$ cat config.mk
export PLATFORM = sky130hd
export DESIGN_NAME = pcw_loss
export DESIGN_NICKNAME = d
export VERILOG_FILES = /design/src/rtl/pcw_loss.sv
export SDC_FILE = /design/constraint.sdc
export NUM_CORES = 1
export LEC_CHECK = 0
export CAP_MARGIN = 10
export CORE_AREA = 2 2 39 41
export CTS_CLUSTER_DIAMETER = 40
export CTS_CLUSTER_SIZE = 12
export DETAILED_ROUTE_END_ITERATION = 16
export DIE_AREA = 0 0 41 43
export SLEW_MARGIN = 20
export SYNTH_ARGS = -nofsm -noshare
export SYNTH_HDL_FRONTEND = slang
export SYNTH_SLANG_ARGS = --single-unit
$ cat constraint.sdc
create_clock -name clk -period 3.6 [get_ports clk]
set_input_delay 0.36 -clock clk [delete_from_list [all_inputs] [get_ports clk]]
set_output_delay 0.36 -clock clk [all_outputs]
set_load 0.01 [all_outputs]
$ cat src/rtl/pcw_loss.sv
module pcw_loss #(
    parameter int WIN = 64,
    parameter int THR = 8
) (
    input  logic clk,
    input  logic rst_n,
    input  logic restart,
    input  logic cmp_stb,
    input  logic mism,
    output logic los
);
    localparam int BW = $clog2(WIN);
    localparam int EW = $clog2(THR + 1);

    logic [BW-1:0] bit_q;
    logic [EW-1:0] err_q, err_next;

    always_comb begin
        err_next = err_q + EW'(mism);
        los      = cmp_stb && (err_next >= EW'(THR));
    end

    always_ff @(posedge clk or negedge rst_n) begin
        if (!rst_n) begin
            bit_q <= '0;
            err_q <= '0;
        end else if (restart) begin
            bit_q <= '0;
            err_q <= '0;
        end else if (cmp_stb) begin
            if (los || (bit_q == BW'(WIN - 1))) begin
                bit_q <= '0;
                err_q <= '0;
            end else begin
                bit_q <= bit_q + 1'b1;
                err_q <= err_next;
            end
        end
    end
endmodule

==> out/summary.json, run 1 <==
{
  "run_status": "finished clean",
  "max-slew-margin-rel_pct": 71.3,
  "hold_violations": 0,
  "drive_gt1_share_pct": 12.5,
  "synth.area.mux_share_pct": 3.97,
  "route.vias.total": 440,
  "die_outline_width_um": 41,
  "ant_nets": 0,
  "power_uw": 214,
  "fillers": 135,
  "worst_setup_hold_path_clk_slew_ns": 0.06,
  "period_share_pct": 65.6,
  "postRouteWirelength_um": 1020,
  "synth_instances": 57,
  "antenna_found_initial": 0,
  "globalRouteOverflowTotal": 0,
  "power_leakage_nw": 0.296,
  "worst_r2r_path_depth": 5,
  "fmax_mhz": 423,
  "placement_rows": 14,
  "ctsRootBufferMaster": "clkbuf_4",
  "gr-usage-all-layers_pct": 15.7,
  "worst-slew-pin-transition_ns": 0.429,
  "core_area_um2": 1380,
  "critical_path.reg2reg.endpoint": "err_q[2]$_DFFE_PN0P_",
  "design.die.area_um2": 1760,
  "synthDistinctLibCells": 27,
  "ys.warnings.count": 0,
  "hold_path_class": "in -> async",
  "synthesis.area_um2": 567,
  "cts_tree": "built",
  "critPathCaptureType": "primary output",
  "grt_first_pass_wirelength_um": 1770,
  "drt_pass1_iterations": 4,
  "cp-startpoint": "cmp_stb",
  "cts-htree-levels": 1,
  "reg2reg_slack_ns": 1.96,
  "worst-endpoint-arrival_ns": 2.00,
  "syn_to_final_growth_pct": 15.0,
  "share_of_the_yosys_chip_area_belonging_to_registers_pct": 44.2,
  "dr.first_iter.drc_count": 9,
  "max-clock-path-buffers": 2,
  "number_of_global_route_vias_before_repair": 415,
  "largest_vdd_supply_drop_mv": 0.140,
  "max_cap_viol_count": 0,
  "synth_top_family_by_area": "simple AND/OR/NAND/NOR gates",
  "rr_startpoint": "bit_q[0]$_DFFE_PN0P_",
  "drt-vias-per-instance": 5.50,
  "synth_xor_xnor_area_share_pct": 3.09,
  "most_common_cell_after_layout_fill_and_taps_aside": "dfrtp_1",
  "fin_setup_tns_ns": 0,
  "io_pins": 6,
  "post_drt_wl_per_cell_um": 12.8,
  "critical_path_class": "in -> out",
  "worstPathMaxFanout": 11,
  "insertedDiodeCount": 0,
  "rsz0062_at_grt": "no",
  "final_critical_period_ns": 2.36,
  "synth_area_leaders": "dfrtp_1 (44%), ha_1 (6.6%), nand2_1 (6.0%), mux2i_4 (4.0%), nand3b_1 (4.0%)",
  "route.detailed.drc": 0,
  "synth_fa_ha_area_share_pct": 6.62,
  "non_filler_cells_final": 80,
  "dieHeight_um": 43,
  "powerDensity_nw_per_um2": 329,
  "dpl.hpwl_um": 802,
  "layout.cells.most_common_list": "dfrtp_1 (10), nand2_1 (9), clkdlybuf4s50_1 (5)",
  "cts_hold_buffers": 0,
  "finalMaxSlewViolations": 0,
  "utilization_pct": 47.1,
  "clock_insertion_delay_worst_skew_ns": 0.26,
  "mean_instance_size_in_the_synthesized_netlist_um2": 9.94,
  "worst-endpoint-required_ns": 3.24,
  "post_cts.repair.setup_buffers": 0,
  "synth_compound_area_share_pct": 15.0,
  "synth-seq-cells": 10,
  "clkSinkCount": 10,
  "start_util_pct": 41.0,
  "port_buffers": 5,
  "timing.final.setup_violations": 0,
  "globalplace.congestion": 0.738,
  "cts-resized-gates": 0,
  "synth_top_area_cell": "dfrtp_1",
  "syn-num-nets": 65,
  "finish.net_count": 74,
  "synth_top_area_share_pct": 44.2,
  "grt_start_max_net_pins": 12,
  "numPlacedInstances": 77,
  "cts_made_buffers": 3,
  "worst_setup_path_start_kind": "input port",
  "synth-simple-area-share_pct": 24.5,
  "fin_skew_ns": 0.00521
}
[Yosys cell counts]
master	number
xor2_1	1
nand2_1	9
o311ai_1	1
o32ai_1	1
nand2b_1	3
and3_1	2
nand3_1	1
ha_1	3
nand3b_1	3
a21o_1	2
nor2_2	1
buf_4	1
nor3_1	1
o21ai_1	3
a21oi_1	3
mux2i_4	1
or2_2	1
o2111ai_1	1
inv_1	2
dfrtp_1	10
a31oi_1	1
nor2_1	1
o31ai_1	1
nand3_2	1
and2_2	1
xnor2_1	1
or4_1	1
[power breakdown]
part | total [mW] | switching [mW] | internal (mW)
Clock | 0.0728 | 0.0344 | 0.0384
Combinational | 0.0227 | 0.0130 | 0.00974
Sequential | 0.119 | 0.00278 | 0.116
Total | 0.214 | 0.0502 | 0.164
[flip-flops by register name, summed over array words and instances (netlist names)]
| register | flops |
|---|---|
| err_q | 4 |
| bit_q | 6 |
[how the worst max path moves through the flow]
stage	to	slack, ns
3_3_place_gp	los	1.27
3_5_place_dp	los	1.23
5_1_grt	los	1.13
2_1_floorplan	err_q[1]$_DFFE_PN0P_	2.16
6_report	los	1.24
4_1_cts	los	1.24
[worst max-delay path: stages]
cell,delay [ns]
clkdlybuf4s50_1,0.69
nand2b_1,0.15
mux2i_4,0.23
clkdlybuf4s50_1,0.57
[per-layer routing]
| metal | share of wire (%) | global-route usage [%] | vias to the layer above |
|---|---|---|---|
| li1 | - | - | 220 |
| met3 | 3.3 | 7.85 | 0 |
| met5 | 0 | 0 | - |
| met4 | 0 | 10.0 | 0 |
| met1 | 46 | 18.3 | 214 |
| met2 | 50 | 21.9 | 6 |
[kinds of logic after synthesis]
kind of cell	count (synthesis)
AO/OA/AOI/OAI	13
XOR/XNOR	2
adder cells (fa/ha/maj)	3
buffers and inverters	3
flip-flops	10
multiplexers	1
AND/OR/NAND/NOR	25
[layout make-up]
type                    instances  area (µm²)  area share, %
multi-input cells              44         302           46.3
flip-flops and latches         10         250           38.4
repair buffers                  5        50.0           7.68
clock buffers                   3        22.5           3.45
well taps                      16        20.0           3.07
inverters                       2        7.51           1.15
[metrics by stage]
step / cell area [µm²] / setup WS, ns / hold slack, ns
after CTS: 652 / 1.24 / 0.422
after floorplan: 567 / 2.16 / 0.0644
after global placement: 629 / 1.27 / 0.477
after global routing: 652 / 1.13 / 0.450
after detailed placement: 629 / 1.23 / 0.496
final: 652 / 1.24 / 0.404
Power figures use the tool's default switching activity.
==> inputs of run 2 (changes only) <==
==> constraint.sdc (replaced) <==
create_clock -name clk -period 2.4 [get_ports clk]
set_input_delay 0.24 -clock clk [delete_from_list [all_inputs] [get_ports clk]]
set_output_delay 0.24 -clock clk [all_outputs]
set_load 0.01 [all_outputs]
==> run 2 against run 1 <==
  * Die area stayed put
  * Utilization is 1.5 points higher
  * Hold slack worse by 0.12 ns
  * Via count is 1.8% lower
  * Clock skew is 0.0022 ns lower
==> out/summary.json, run 2 (synthesis gave the netlist of run 1 again) <==
{
  "port_buffers": 5,
  "critical_path.reg2reg.endpoint": "err_q[2]$_DFFE_PN0P_",
  "number_of_global_route_vias_before_repair": 402,
  "timing.final.setup_violations": 0,
  "globalplace.congestion": 0.709,
  "route.vias.total": 432,
  "place_ws_ns": 0.309,
  "gr-usage-all-layers_pct": 15.7,
  "die_outline_width_um": 41,
  "fmax_mhz": 480,
  "insertedDiodeCount": 0,
  "reg2reg_slack_ns": 0.72,
  "postLayoutSetupSlackWorst_ns": 0.316,
  "grt_first_pass_wirelength_um": 1780,
  "finalMaxSlewViolations": 0,
  "run_status": "finished clean",
  "period_share_pct": 86.8,
  "multi_input_comb_area_um2": 302,
  "max_cap_viol_count": 0,
  "placement_rows": 14,
  "fillers": 140,
  "drt_pass1_iterations": 4,
  "dr.first_iter.drc_count": 5,
  "max-slew-margin-rel_pct": 69.1,
  "start_util_pct": 41.0,
  "critPathCaptureType": "primary output",
  "worst-slew-pin-transition_ns": 0.463,
  "drive_gt1_share_pct": 15.2,
  "utilization_pct": 48.6,
  "cts-htree-levels": 1,
  "dieHeight_um": 43,
  "largest_vdd_supply_drop_mv": 0.244,
  "regMostFlops": "bit_q",
  "ant_nets": 0,
  "hold_violations": 0,
  "hold_path_class": "in -> async",
  "layout.cells.most_common_list": "dfrtp_1 (10), nand2_1 (9), clkdlybuf4s50_1 (5)",
  "rsz0062_at_grt": "no",
  "core_area_um2": 1380,
  "worst-endpoint-required_ns": 2.16,
  "cts_made_buffers": 3,
  "fin_setup_tns_ns": 0,
  "post_drt_wl_per_cell_um": 12.9,
  "largest_register_ff_count": 6,
  "worst_setup_hold_path_clk_slew_ns": 0.07,
  "globalRouteOverflowTotal": 0,
  "critical_path_class": "in -> out",
  "ff_latch_area_um2": 250,
  "cts_tree": "built",
  "route.detailed.drc": 0,
  "drt-vias-per-instance": 5.27,
  "cts_hold_buffers": 0,
  "worst-endpoint-arrival_ns": 1.84,
  "power_uw": 369,
  "ctsRootBufferMaster": "clkbuf_4",
  "io_pins": 6,
  "syn_to_final_growth_pct": 18.8,
  "antenna_found_initial": 0,
  "dpl.hpwl_um": 763,
  "finish.net_count": 75,
  "rr_startpoint": "bit_q[0]$_DFFE_PN0P_",
  "placedInstanceArea_um2": 637,
  "post_cts.repair.setup_buffers": 0,
  "clock_insertion_delay_worst_skew_ns": 0.27,
  "grt_start_max_net_pins": 11,
  "postRouteWirelength_um": 1060,
  "most_common_cell_after_layout_fill_and_taps_aside": "dfrtp_1",
  "layout_top_registers": "bit_q: 6 flops, err_q: 4 flops",
  "powerDensity_nw_per_um2": 548,
  "final_critical_period_ns": 2.08,
  "design.die.area_um2": 1760,
  "final_cell_area_um2": 673,
  "clkSinkCount": 10,
  "worst_r2r_path_depth": 5,
  "max-clock-path-buffers": 2,
  "fin_skew_ns": 0.00300,
  "worst_setup_path_start_kind": "input port",
  "cts-resized-gates": 0,
  "power_leakage_nw": 0.308,
  "worstPathMaxFanout": 6
}
run 2: cell count changes in the layout (fill, tap and decap cells not counted), sizes merged:
cell / change
buf: +1
clkbuf: +1
run 2: critical path, stage by stage:
cell and delay [ns]:
clkdlybuf4s50_1 0.41, ha_1 0.23, nand3_2 0.11, mux2i_4 0.29, clkdlybuf4s50_1 0.58
run 2: worst max path at each step:
stage,end,slack (ns),startpoint
finish,los,0.32,mism
global route,los,0.24,mism
CTS,los,0.31,mism
detailed placement,los,0.31,mism
global placement,los,0.31,mism
floorplan,err_q[1]$_DFFE_PN0P_,0.97,err_q[0]$_DFFE_PN0P_
run 2: routing by layer:
metal | global-route usage (%) | vias to the layer above | share of wire, %
met4 | 10.0 | 0 | 1.6
met5 | 0 | - | 0
met3 | 6.28 | 2 | 3.5
met1 | 22.1 | 200 | 51
met2 | 19.1 | 6 | 44
li1 | - | 224 | -
run 2: report_power, final:
group | internal [mW] | switching (mW)
Clock | 0.0921 | 0.0631
Sequential | 0.174 | 0.00439
Combinational | 0.0156 | 0.0200
run 2: per-stage QoR:
stage | std cells | hold WS (ns)
6_report | 82 | 0.288
5_1_grt | 82 | 0.317
4_1_cts | 82 | 0.310
3_5_place_dp | 78 | 0.495
3_3_place_gp | 78 | 0.485
2_1_floorplan | 57 | -0.0556
run 2: cell type report:
class                      count  share of cell area, %
multi-input combinational     44                   44.8
sequential                    10                   37.2
timing repair buffer           6                   8.55
clock buffer                   4                   5.39
tap                           16                   2.97
inverter                       2                   1.12
